===== src/rtl/romtab_pkg.sv =====
package romtab_pkg;
  localparam int NIB_W = 4;

  typedef enum logic [1:0] {
    SEL_LO   = 2'd0,
    SEL_MID  = 2'd1,
    SEL_HI   = 2'd2,
    SEL_NONE = 2'd3
  } nib_sel_e;
endpackage


===== src/rtl/romtab_ptr.sv =====
module romtab_ptr #(
  parameter int NIB_W    = 4,
  parameter int PTR_NIBS = 3
) (
  input  logic                      clk,
  input  logic                      rst,
  input  logic                      wr_en,
  input  logic [1:0]                wr_sel,
  input  logic [NIB_W-1:0]          wr_nib,
  input  logic                      inc,
  output logic [NIB_W*PTR_NIBS-1:0] ptr_q
);
  localparam int PTR_W = NIB_W * PTR_NIBS;

  logic [PTR_W-1:0] ptr_nxt;
  assign ptr_nxt = ptr_q + PTR_W'(1);

  // Each nibble is its own register slice; any write suppresses the increment.
  for (genvar g = 0; g < PTR_NIBS; g++) begin : g_nib
    always_ff @(posedge clk) begin
      if (rst)
        ptr_q[g*NIB_W +: NIB_W] <= '0;
      else if (wr_en && (int'(wr_sel) == g))
        ptr_q[g*NIB_W +: NIB_W] <= wr_nib;
      else if (inc && !wr_en)
        ptr_q[g*NIB_W +: NIB_W] <= ptr_nxt[g*NIB_W +: NIB_W];
    end
  end

  p_incr_wraps_r6: assert property (@(posedge clk) disable iff (rst)
    (inc && !wr_en) |=> (ptr_q - $past(ptr_q)) == PTR_W'(1));

  p_idle_holds_r4: assert property (@(posedge clk) disable iff (rst)
    (!inc && !wr_en) |=> $stable(ptr_q));

  p_bad_sel_ignored_r3: assert property (@(posedge clk) disable iff (rst)
    (wr_en && wr_sel == 2'd3) |=> $stable(ptr_q));

  p_write_beats_inc_r9: assert property (@(posedge clk) disable iff (rst)
    (wr_en && inc && wr_sel != 2'd0) |=> ptr_q[NIB_W-1:0] == $past(ptr_q[NIB_W-1:0]));
endmodule


===== src/rtl/romtab_addr.sv =====
module romtab_addr #(
  parameter int PTR_W   = 12,
  parameter int BANK_EN = 0
) (
  input  logic [PTR_W-1:0]         ptr,
  output logic [PTR_W+BANK_EN-1:0] rom_addr
);
  if (BANK_EN != 0) begin : g_banked
    assign rom_addr = {1'b1, ptr};
  end else begin : g_flat
    assign rom_addr = ptr;
  end
endmodule


===== src/rtl/romtab_rdpipe.sv =====
module romtab_rdpipe #(
  parameter int NIB_W = 4
) (
  input  logic               clk,
  input  logic               rst,
  input  logic               rd_lo,
  input  logic               rd_hi,
  input  logic [2*NIB_W-1:0] rom_data,
  output logic               rom_rd,
  output logic               inc,
  output logic [NIB_W-1:0]   acc_nib,
  output logic               acc_valid
);
  logic hi_q;

  assign rom_rd = rd_lo | rd_hi;
  assign inc    = rd_hi;

  always_ff @(posedge clk) begin
    if (rst) begin
      acc_valid <= 1'b0;
      hi_q      <= 1'b0;
    end else begin
      acc_valid <= rom_rd;
      hi_q      <= rd_hi;
    end
  end

  always_comb begin
    if (!acc_valid)
      acc_nib = '0;
    else if (hi_q)
      acc_nib = rom_data[2*NIB_W-1:NIB_W];
    else
      acc_nib = rom_data[NIB_W-1:0];
  end

  p_valid_after_rd_r4: assert property (@(posedge clk) disable iff (rst)
    (rd_lo || rd_hi) |=> acc_valid);

  p_quiet_after_idle_r10: assert property (@(posedge clk) disable iff (rst)
    !(rd_lo || rd_hi) |=> (!acc_valid && acc_nib == '0));

  p_hi_wins_r8: assert property (@(posedge clk) disable iff (rst)
    (rd_lo && rd_hi) |=> acc_nib == rom_data[2*NIB_W-1:NIB_W]);
endmodule


===== src/rtl/romtab_lookup.sv =====
module romtab_lookup #(
  parameter int PTR_NIBS = 3,
  parameter int BANK_EN  = 0
) (
  input  logic                                       clk,
  input  logic                                       rst,
  input  logic                                       wr_en,
  input  logic [1:0]                                 wr_sel,
  input  logic [romtab_pkg::NIB_W-1:0]               wr_nib,
  input  logic                                       rd_lo,
  input  logic                                       rd_hi,
  output logic                                       rom_rd,
  output logic [romtab_pkg::NIB_W*PTR_NIBS+BANK_EN-1:0] rom_addr,
  input  logic [2*romtab_pkg::NIB_W-1:0]             rom_data,
  output logic [romtab_pkg::NIB_W-1:0]               acc_nib,
  output logic                                       acc_valid
);
  localparam int NIB_W = romtab_pkg::NIB_W;
  localparam int PTR_W = NIB_W * PTR_NIBS;

  logic [PTR_W-1:0] ptr;
  logic             inc;

  romtab_ptr #(.NIB_W(NIB_W), .PTR_NIBS(PTR_NIBS)) ptr_i (
    .clk(clk), .rst(rst), .wr_en(wr_en), .wr_sel(wr_sel),
    .wr_nib(wr_nib), .inc(inc), .ptr_q(ptr)
  );

  romtab_addr #(.PTR_W(PTR_W), .BANK_EN(BANK_EN)) addr_i (
    .ptr(ptr), .rom_addr(rom_addr)
  );

  romtab_rdpipe #(.NIB_W(NIB_W)) rd_i (
    .clk(clk), .rst(rst), .rd_lo(rd_lo), .rd_hi(rd_hi),
    .rom_data(rom_data), .rom_rd(rom_rd), .inc(inc),
    .acc_nib(acc_nib), .acc_valid(acc_valid)
  );

  if (BANK_EN != 0) begin : g_bank_chk
    p_bank_one_r7: assert property (@(posedge clk) disable iff (rst)
      (rd_hi && !wr_en) |=> rom_addr[PTR_W] == $past(rom_addr[PTR_W]));
  end
endmodule


===== config.mk =====
export PLATFORM = sky130hd
export DESIGN_NAME = romtab_lookup
export DESIGN_NICKNAME = d
export VERILOG_FILES = /design/src/rtl/romtab_pkg.sv /design/src/rtl/romtab_ptr.sv /design/src/rtl/romtab_addr.sv /design/src/rtl/romtab_rdpipe.sv /design/src/rtl/romtab_lookup.sv
export SDC_FILE = /design/constraint.sdc
export NUM_CORES = 1
export LEC_CHECK = 0
export ABC_AREA = 1
export ABC_CLOCK_PERIOD_IN_PS = 2600
export BUFFER_PORTS_ARGS = -buffer_cell sky130_fd_sc_hd__buf_2
export CELL_PAD_IN_SITES_DETAIL_PLACEMENT = 1
export CELL_PAD_IN_SITES_GLOBAL_PLACEMENT = 2
export CORE_AREA = 8 8 72 74
export DETAILED_ROUTE_END_ITERATION = 8
export DIE_AREA = 0 0 80 82
export GPL_TIMING_DRIVEN = 0
export HOLD_SLACK_MARGIN = 0.15
export PLACE_DENSITY_LB_ADDON = 0.1
export SETUP_SLACK_MARGIN = 0.05
export SYNTH_ARGS = -nofsm -noshare
export SYNTH_HDL_FRONTEND = slang
export SYNTH_HIERARCHICAL = 1
export SYNTH_SLANG_ARGS = --single-unit

===== constraint.sdc =====
create_clock -name clk -period 2.6 [get_ports clk]
set_clock_uncertainty 0.15 [all_clocks]
set_input_delay 0.13 -clock clk [delete_from_list [all_inputs] [get_ports clk]]
set_output_delay 0.13 -clock clk [all_outputs]
set_load 0.005 [all_outputs]

==> summary.txt, run 1 <==
Timing
  • Final Max Slew Viols: 0
  • RSZ-0062 raised after global routing: no
  • Worst-Margin Slew: between 0.5 and 0.6 ns
  • Highest clock rate: 607 MHz
  • Hold Violations, Final: 0
  • Relative slew slack: 0.654
  • Post-layout min period: roughly 1.6 ns
  • Setup violations, final: 0
  • Hold_ws: 0.248 ns
  • Final period util: 0.633
  • Setup TNS after final layout: 0 ns

Finish
  • ANT cells: 0
  • NumNets Final: between 200 and 250
  • Synth-to-Final Area Change: 39.5%
  • Post-route cell area: about 0.0014 mm^2
  • Share of layout cells above drive strength 1: 0.297
  • Fill count: ~560

Worst setup path
  • Reg-to-reg critical path startpoint: ptr_i/ptr_q[0]
  • CP Launch Type: input pin
  • WP data required: 2.62 ns
  • Reg2Reg Depth: 8
  • Highest net fanout along the worst path: 8
  • Critical setup path kind: input pin to register
  • Flop-to-flop setup slack: around 1 ns
  • Crit path arrival time: 1.67 ns
  • FF-to-FF End: ptr_i/ptr_q[10]
  • Crit. End Element: register

Placement
  • HPWL after detailed placement: about 2700 um
  • Placement Cell Area: 0.00125 mm^2
  • Port-buffer cells: 36
  • RD Place Congestion: ~0.77

Logic synthesis
  • Yosys warnings: 6
  • Cells after synthesis: 162
  • Syn nets: approximately 180
  • Yosys cell types: 24
  • Synthesized area per cell: between 6 and 7 um^2
  • Synth Cell Area: 0.00100 mm^2
  • Post-synthesis sequential area ratio: 0.279
  • FF+latch count, synth: 14

Floorplan
  • Die W: ~80 um
  • Initial Util: 0.242
  • Number of core rows: 24
  • Die ar.: around 0.0066 mm^2
  • I/O Pins: 37
  • Die Ht: a little over 80 um
  • Core area: ~0.0041 mm^2

Route
  • Drc violations: 0
  • Vias: ~1200
  • Total wire length: 3310 um
  • Vias per std cell: roughly 4.4
  • Post-DRT Antenna Nets: 0
  • Initial DRC Count: 26
  • WL/cell: between 10 and 15 um
  • Drt pass-1 iters: 2

Clock tree
  • CTS clk-pin slew, worst paths: 0.06 ns
  • Hold Buf Count CTS: 11
  • Post-CTS setup buffers: 0
  • Clock tree buffer depth: 2
  • Worst skew pair latency: approximately 0.25 ns
  • Sink Count: 14
  • H-tree levels: 1
  • Post_cts resized: 0
  • Clock Root Buffer: clkbuf_8
  • CTS tree: done
  • Cts bufs inserted: 3

Hold path
  • Min-delay src: wr_en
  • Worst min path class: input pin to register
  • Hold path cells: 5
  • Hold EP: ptr_i/ptr_q[11]

Power
  • Peak VDD IR: about 0.00017 V
  • PwrDens: ~380 mW/mm^2
  • Internal power: 0.386 mW
  • Seq pwr share: 0.441
  • Leak Pwr: slightly below 0.7 nW
  • Psw: about 0.15 mW
  • Clock power frac: 0.344
  • Combinational power share: 0.215
  • Switching Share: 0.278

Global route
  • Initial antenna violation count: 0
  • Remaining Overflow, GRT: 0
  • Largest net degree at the start of global routing: 11
  • Number of global-route vias before repair: 1300
  • Total GRT Usage: 0.109
  • First-pass GRT wire length: ~5700 um

Status
  • Status: finished, final reports clean

Flow run
  • Maximum Capacitance Violations: 0
[placed cells by master (no fill, tap or decap), drive strengths merged]
master and count:
nor2 27, xor2 1, nor3 3, nand2 39, nand3 10, a21oi 9
clkbuf 4, or2 1, dlygate4sd3 11, inv 25, buf 50, o21ai 5
a31oi 4, ha 1, dfxtp 14, nand3b 1, o22ai 5, nand4 2
[per-stage QoR]
| step | std cells | setup WS [ns] | power (mW) | utilization |
|---|---|---|---|---|
| floorplan | 162 | 1.22 | 0.300 | - |
| global placement | 250 | 1.06 | 0.344 | 0.301 |
| detailed placement | 250 | 1.02 | 0.347 | 0.301 |
| CTS | 264 | 0.947 | 0.546 | 0.338 |
| global route | 264 | 0.835 | 0.573 | 0.338 |
| finish | 264 | 0.954 | 0.535 | 0.338 |
[synthesized netlist by cell type]
cell | number | area [um^2]
nand2_1 | 38 | 143
nor2_1 | 24 | 90.1
inv_1 | 23 | 86.3
dfxtp_1 | 14 | 280
buf_4 | 13 | 97.6
a21oi_1 | 9 | 45.0
nand3_1 | 9 | 45.0
o21ai_0 | 5 | 25.0
o22ai_1 | 5 | 31.3
a31oi_1 | 4 | 25.0
inv_2 | 2 | 7.51
nand4_1 | 2 | 12.5
nor2_2 | 2 | 12.5
nor3_2 | 2 | 20.0
buf_6 | 1 | 11.3
clkbuf_1 | 1 | 3.75
ha_1 | 1 | 12.5
nand2_2 | 1 | 6.26
nand3_2 | 1 | 10.0
nand3b_1 | 1 | 7.51
nor2_4 | 1 | 11.3
nor3_1 | 1 | 5.00
or2_2 | 1 | 6.26
xor2_1 | 1 | 8.76
[worst max path at each step]
stage | startpoint | to | slack, ns | cells after the start
2_1_floorplan | ptr_i/ptr_q[0] | ptr_i/ptr_q[10] | 1.22 | 8
3_3_place_gp | ptr_i/ptr_q[0] | ptr_i/ptr_q[10] | 1.06 | 8
3_5_place_dp | ptr_i/ptr_q[0] | ptr_i/ptr_q[10] | 1.02 | 8
4_1_cts | rd_hi | ptr_i/ptr_q[3] | 0.95 | 8
5_1_grt | rd_hi | ptr_i/ptr_q[11] | 0.83 | 10
6_report | rd_hi | ptr_i/ptr_q[3] | 0.95 | 8
[layer usage]
layer	GRT usage	vias to the layer above	part of all wire
met5	0	-	0
met4	0.0327	0	0.012
met3	0.0306	5	0.062
met2	0.210	19	0.52
met1	0.111	532	0.40
li1	-	601	-
[flip-flops by register name (all words and copies together), names as in the netlist]
signal	flops
rd_i/hi_q	1
ptr_i/ptr_q	12
rd_i/acc_valid	1
[critical path, cell delays in order]
cell,delay [ns]
dlygate4sd3_1,0.53
buf_2,0.13
buf_4,0.12
nand2_2,0.14
inv_2,0.12
nor2_2,0.21
nand2_1,0.10
a31oi_1,0.17
[kinds of logic (layout without fill, tap and decap cells)]
family | Yosys count | after routing | share of synthesized area
compound gates | 23 | 23 | 0.126
xor+xnor | 1 | 1 | 0.00873
fa+ha+maj | 1 | 1 | 0.0125
buf+inv | 40 | 90 | 0.206
flops | 14 | 14 | 0.279
simple gates | 83 | 83 | 0.368
[area by class of cell]
type,count,area (um^2),share of cell area
Multi-Input combinational cell,108,517,0.369
Timing Repair Buffer,47,290,0.207
Sequential cell,14,280,0.200
Buffer,15,113,0.0804
Inverter,25,93.8,0.0670
Tap cell,52,65.1,0.0465
Clock buffer,3,41.3,0.0295
[power groups by stage]
stage               clock (mW)  sequential (mW)  combinational (mW)
finish                   0.184            0.236               0.115
global route             0.203            0.238               0.132
CTS                      0.193            0.236               0.117
detailed placement           0            0.241               0.106
global placement             0            0.241               0.104
floorplan                    0            0.238              0.0617
Note: power is estimated with default switching activity, not from simulation.
==> run 2, diff against run 1 <==
--- a/config.mk
+++ b/config.mk
@@ -5,14 +5,14 @@
 export SDC_FILE = /design/constraint.sdc
 export NUM_CORES = 1
 export LEC_CHECK = 0
-export ABC_AREA = 1
-export ABC_CLOCK_PERIOD_IN_PS = 2600
+export ABC_AREA = 0
+export ABC_CLOCK_PERIOD_IN_PS = 1600
 export BUFFER_PORTS_ARGS = -buffer_cell sky130_fd_sc_hd__buf_2
 export CELL_PAD_IN_SITES_DETAIL_PLACEMENT = 1
 export CELL_PAD_IN_SITES_GLOBAL_PLACEMENT = 2
-export CORE_AREA = 8 8 72 74
+export CORE_AREA = 8 8 69 71
 export DETAILED_ROUTE_END_ITERATION = 8
-export DIE_AREA = 0 0 80 82
+export DIE_AREA = 0 0 77 79
 export GPL_TIMING_DRIVEN = 0
 export HOLD_SLACK_MARGIN = 0.15
 export PLACE_DENSITY_LB_ADDON = 0.1
==> constraint.sdc (replaced) <==
create_clock -name clk -period 1.6 [get_ports clk]
set_clock_uncertainty 0.15 [all_clocks]
set_input_delay 0.08 -clock clk [delete_from_list [all_inputs] [get_ports clk]]
set_output_delay 0.08 -clock clk [all_outputs]
set_load 0.005 [all_outputs]
==> run 2 against run 1 <==
  * Worst setup slack got worse by 0.85 ns
  * Flip-flop and latch count did not move
  * Power rose by 62%
  * Routed wire length rose by 0.63%
  * Utilization rose by 2.6 points
  * Largest cell class unchanged
  * Critical path depth fell by 4
  * Hold slack got worse by 0.11 ns
  * Register-to-register slack got worse by 0.91 ns
==> summary.txt, run 2 <==
Timing
  • Setup TNS after final layout: 0 ns (unchanged)
  • Final Max Slew Viols: 0 (unchanged)
  • Hold Violations, Final: 0 (unchanged)
  • Worst-Margin Slew: 0.544 ns (was 0.519 ns)
  • Post-layout min period: ~1.5 ns
  • Highest clock rate: around 670 MHz
  • Hold_ws: 0.142 ns (was 0.248 ns)
  • Setup violations, final: 0 (unchanged)
  • Final period util: 0.935
  • Relative slew slack: 0.638 (was 0.654)
  • RSZ-0062 raised after global routing: yes (was no)

Finish
  • Fill count: 484 (was 555)
  • Top reg by flops: ptr_i/ptr_q (unchanged)
  • Non-filler cells, final: 216 (was 264)
  • NumNets Final: 188 (was 234)
  • Post-route cell area: 0.00138 mm^2 (was 0.00140 mm^2)
  • Commonest non-fill, non-tap cell in the layout: buf_2 (was nand2_1)
  • Synth-to-Final Area Change: 48.5% (was 39.5%)
  • Most frequent cells in the layout: buf_2 (36), buf_4 (18), dlygate4sd3_1 (10), a21oi_1 (10) (was nand2_1 (38), buf_2 (36), nor2_1 (24), inv_1 (23), dfxtp_1 (14))
  • ANT cells: 0 (unchanged)
  • Share of layout cells above drive strength 1: 0.440 (was 0.297)
  • Largest register FFs: 12 (unchanged)
  • Top flop regs: ptr_i/ptr_q x12, rd_i/acc_valid x1, rd_i/hi_q x1 (unchanged)

Global route
  • Total GRT Usage: 0.112 (was 0.109)
  • Number of global-route vias before repair: 1148 (was 1300)
  • Remaining Overflow, GRT: 0 (unchanged)
  • Largest net degree at the start of global routing: 11 (unchanged)
  • First-pass GRT wire length: 5530 um (was 5730 um)
  • Initial antenna violation count: 0 (unchanged)

Power
  • Internal power: 0.635 mW (was 0.386 mW)
  • Switching Share: 0.265 (was 0.278)
  • Combinational power share: 0.219 (was 0.215)
  • Seq pwr share: 0.440 (was 0.441)
  • Peak VDD IR: 0.000206 V (was 0.000171 V)
  • PwrDens: 624 mW/mm^2 (was 382 mW/mm^2)
  • Total power: 0.864 mW (was 0.535 mW)
  • Psw: 0.229 mW (was 0.148 mW)
  • Leak Pwr: 0.620 nW (was 0.695 nW)
  • Clock power frac: 0.340 (was 0.344)

Worst setup path
  • CP Launch Type: register (was input pin)
  • WP data required: 1.61 ns (was 2.62 ns)
  • Flop-to-flop setup slack: 0.10 ns (was 1.01 ns)
  • Crit. End Element: register (unchanged)
  • FF-to-FF End: ptr_i/ptr_q[11] (was ptr_i/ptr_q[10])
  • Crit-path slowest cell: dfxtp_1 (was dlygate4sd3_1)
  • Crit path arrival time: 1.50 ns (was 1.67 ns)
  • Reg-to-reg critical path startpoint: ptr_i/ptr_q[6] (was ptr_i/ptr_q[0])
  • Crit path to: ptr_i/ptr_q[11] (was ptr_i/ptr_q[3])
  • CP max stage delay: 0.44 ns (was 0.53 ns)
  • Reg2Reg Depth: 4 (was 8)
  • Cell breakdown of the critical path: and4_1 -> nand4_1 -> xor2_1 -> a211oi_1 (was dlygate4sd3_1 -> buf_2 -> buf_4 -> nand2_2 -> inv_2 -> nor2_2 -> nand2_1 -> a31oi_1)
  • Critical setup path kind: register to register (was input pin to register)
  • Highest net fanout along the worst path: 7 (was 8)
  • CP startpoint: ptr_i/ptr_q[6] (was rd_hi)

Placement
  • RD Place Congestion: 0.808 (was 0.768)
  • HPWL after detailed placement: 2530 um (was 2660 um)
  • Placement Cell Area: 0.00117 mm^2 (was 0.00125 mm^2)
  • Post-placement cell count: 198 (was 250)
  • Port-buffer cells: 36 (unchanged)

Clock tree
  • H-tree levels: 1 (unchanged)
  • Cts bufs inserted: 3 (unchanged)
  • Clock Root Buffer: clkbuf_8 (unchanged)
  • CTS clk-pin slew, worst paths: 0.06 ns (about the same)
  • Sink Count: 14 (unchanged)
  • CTS tree: done (unchanged)
  • Worst skew pair latency: 0.24 ns (was 0.25 ns)
  • Clock tree buffer depth: 2 (unchanged)

Logic synthesis
  • Adder-cell share of the synthesized area: 0.0134 (was 0.0125)
  • Top-area cell type share of the netlist area: 0.301 (was 0.279)
  • Number of enable flip-flop cells after synthesis: 0 (unchanged)
  • Syn nets: 132 (was 182)
  • Top FF cell, synth: dfxtp_1 (unchanged)
  • Synth Area in Simple Gates: 0.282 (was 0.368)
  • Dominant cells by area after synthesis: dfxtp_1 (30%), buf_4 (10%), a21oi_1 (5.4%) (was dfxtp_1 (28%), nand2_1 (14%), buf_4 (9.7%))
  • Compound-Gate Fraction of Synth Area: 0.205 (was 0.126)
  • Xor/xnor share of the synthesized area: 0.0188 (was 0.00873)
  • Yosys warnings: 6 (unchanged)
  • FF+latch count, synth: 14 (unchanged)
  • Yosys cell types: 38 (was 24)
  • Synth area leader: dfxtp_1 (unchanged)
  • Commonest cells post-synth: dfxtp_1 (14), buf_4 (13), a21oi_1 (10) (was nand2_1 (38), nor2_1 (24), inv_1 (23))
  • Post-synthesis mux area share: 0.0430 (was 0)
  • Synthesized area per cell: 8.32 um^2 (was 6.19 um^2)
  • Asr flop ratio synth: 0 (unchanged)
  • Post-synthesis sequential area ratio: 0.301 (was 0.279)
  • Synth Cell Area: 932 um^2 (was 0.00100 mm^2)
  • Largest family of logic cells by synthesized area: simple AND/OR/NAND/NOR gates (unchanged)
  • Cells after synthesis: 112 (was 162)
  • Most frequent cell after synthesis: dfxtp_1 (was nand2_1)

Route
  • Initial DRC Count: 23 (was 26)
  • Drt pass-1 iters: 3 (was 2)
  • Vias: 1027 (was 1157)
  • Post-DRT Antenna Nets: 0 (unchanged)
  • Vias per std cell: 4.75 (was 4.38)
  • Total wire length: 3330 um (was 3310 um)
  • WL/cell: 15.4 um (was 12.5 um)
  • Drc violations: 0 (unchanged)

Floorplan
  • Die W: 77 um (was 80 um)
  • Initial Util: 0.245 (was 0.242)
  • I/O Pins: 37 (unchanged)
  • Die ar.: 0.00608 mm^2 (was 0.00656 mm^2)
  • Die Ht: 79 um (was 82 um)
  • Core area: 0.00380 mm^2 (was 0.00414 mm^2)
  • Number of core rows: 23 (was 24)

Flow run
  • Maximum Capacitance Violations: 0 (unchanged)

Hold path
  • Worst min path class: input pin to register (unchanged)

Status
  • Status: finished, final reports clean (unchanged)
==> run 2: cell type report <==
type,instances,area [um^2],share of cell area
Buffer,16,116,0.0841
Clock buffer,3,41.3,0.0298
Inverter,3,11.3,0.00814
Multi-Input combinational cell,79,539,0.390
Sequential cell,14,295,0.213
Tap cell,50,62.6,0.0452
Timing Repair Buffer,51,318,0.230
==> run 2: logic make-up after synthesis <==
| logic type | after synthesis |
|---|---|
| AO/OA/AOI/OAI | 29 |
| XOR/XNOR | 2 |
| adder cells (fa/ha/maj) | 1 |
| buffers and inverters | 19 |
| flip-flops | 14 |
| multiplexers | 4 |
| AND/OR/NAND/NOR | 43 |
==> run 2: power by group through the flow <==
stage | Sequential, mW | Combinational [mW] | Clock [mW]
6_report | 0.380 | 0.189 | 0.294
5_1_grt | 0.383 | 0.210 | 0.325
4_1_cts | 0.381 | 0.186 | 0.311
3_5_place_dp | 0.393 | 0.159 | 0
3_3_place_gp | 0.392 | 0.155 | 0
2_1_floorplan | 0.387 | 0.0872 | 0
==> run 2: worst min-delay path by stage <==
stage          slack (ns)  depth (start not counted)              to  startpoint
3_5_place_dp         0.18                          2  rd_i/acc_valid         rst
4_1_cts              0.17                          4  ptr_i/ptr_q[3]   wr_sel[1]
2_1_floorplan      -0.006                          1  rd_i/acc_valid         rst
3_3_place_gp         0.17                          2       rd_i/hi_q       rd_hi
6_report             0.14                          4  ptr_i/ptr_q[3]   wr_sel[1]
5_1_grt              0.21                          4  ptr_i/ptr_q[2]   wr_sel[0]
==> run 2: routing by layer <==
layer  vias up  track usage  wire length [um]  share of wire
met5         -            0                 0              0
met4         0       0.0340                33         0.0099
met3         5       0.0260               153          0.046
met2        28        0.203              1620           0.49
met1       482        0.127              1530           0.46
li1        512            -                 -              -
==> run 2: what timing repair did <==
item / in CTS / in global routing
hold buffers: 10 / 0
endpoints found under the setup margin: 4 / 5
hold endpoints to repair: 14 / 0
setup buffers: 4 / 1
gates resized for setup: 8 / 6
pin swaps: 0 / 3
==> run 2: critical path: cells and delay by family (launching register included) <==
kind,cells,cell delay [ns]
DFF,1,0.44
AOI/OAI and AO/OA,1,0.23
xor gates and xnor gates,1,0.16
and+or+nand+nor,2,0.43
==> run 2: through the flow <==
step | utilization | setup WS, ns
after floorplan | - | 0.0613
after global placement | 0.309 | -0.141
after detailed placement | 0.309 | -0.128
after CTS | 0.358 | 0.0380
after global routing | 0.364 | 0.0152
final | 0.364 | 0.104
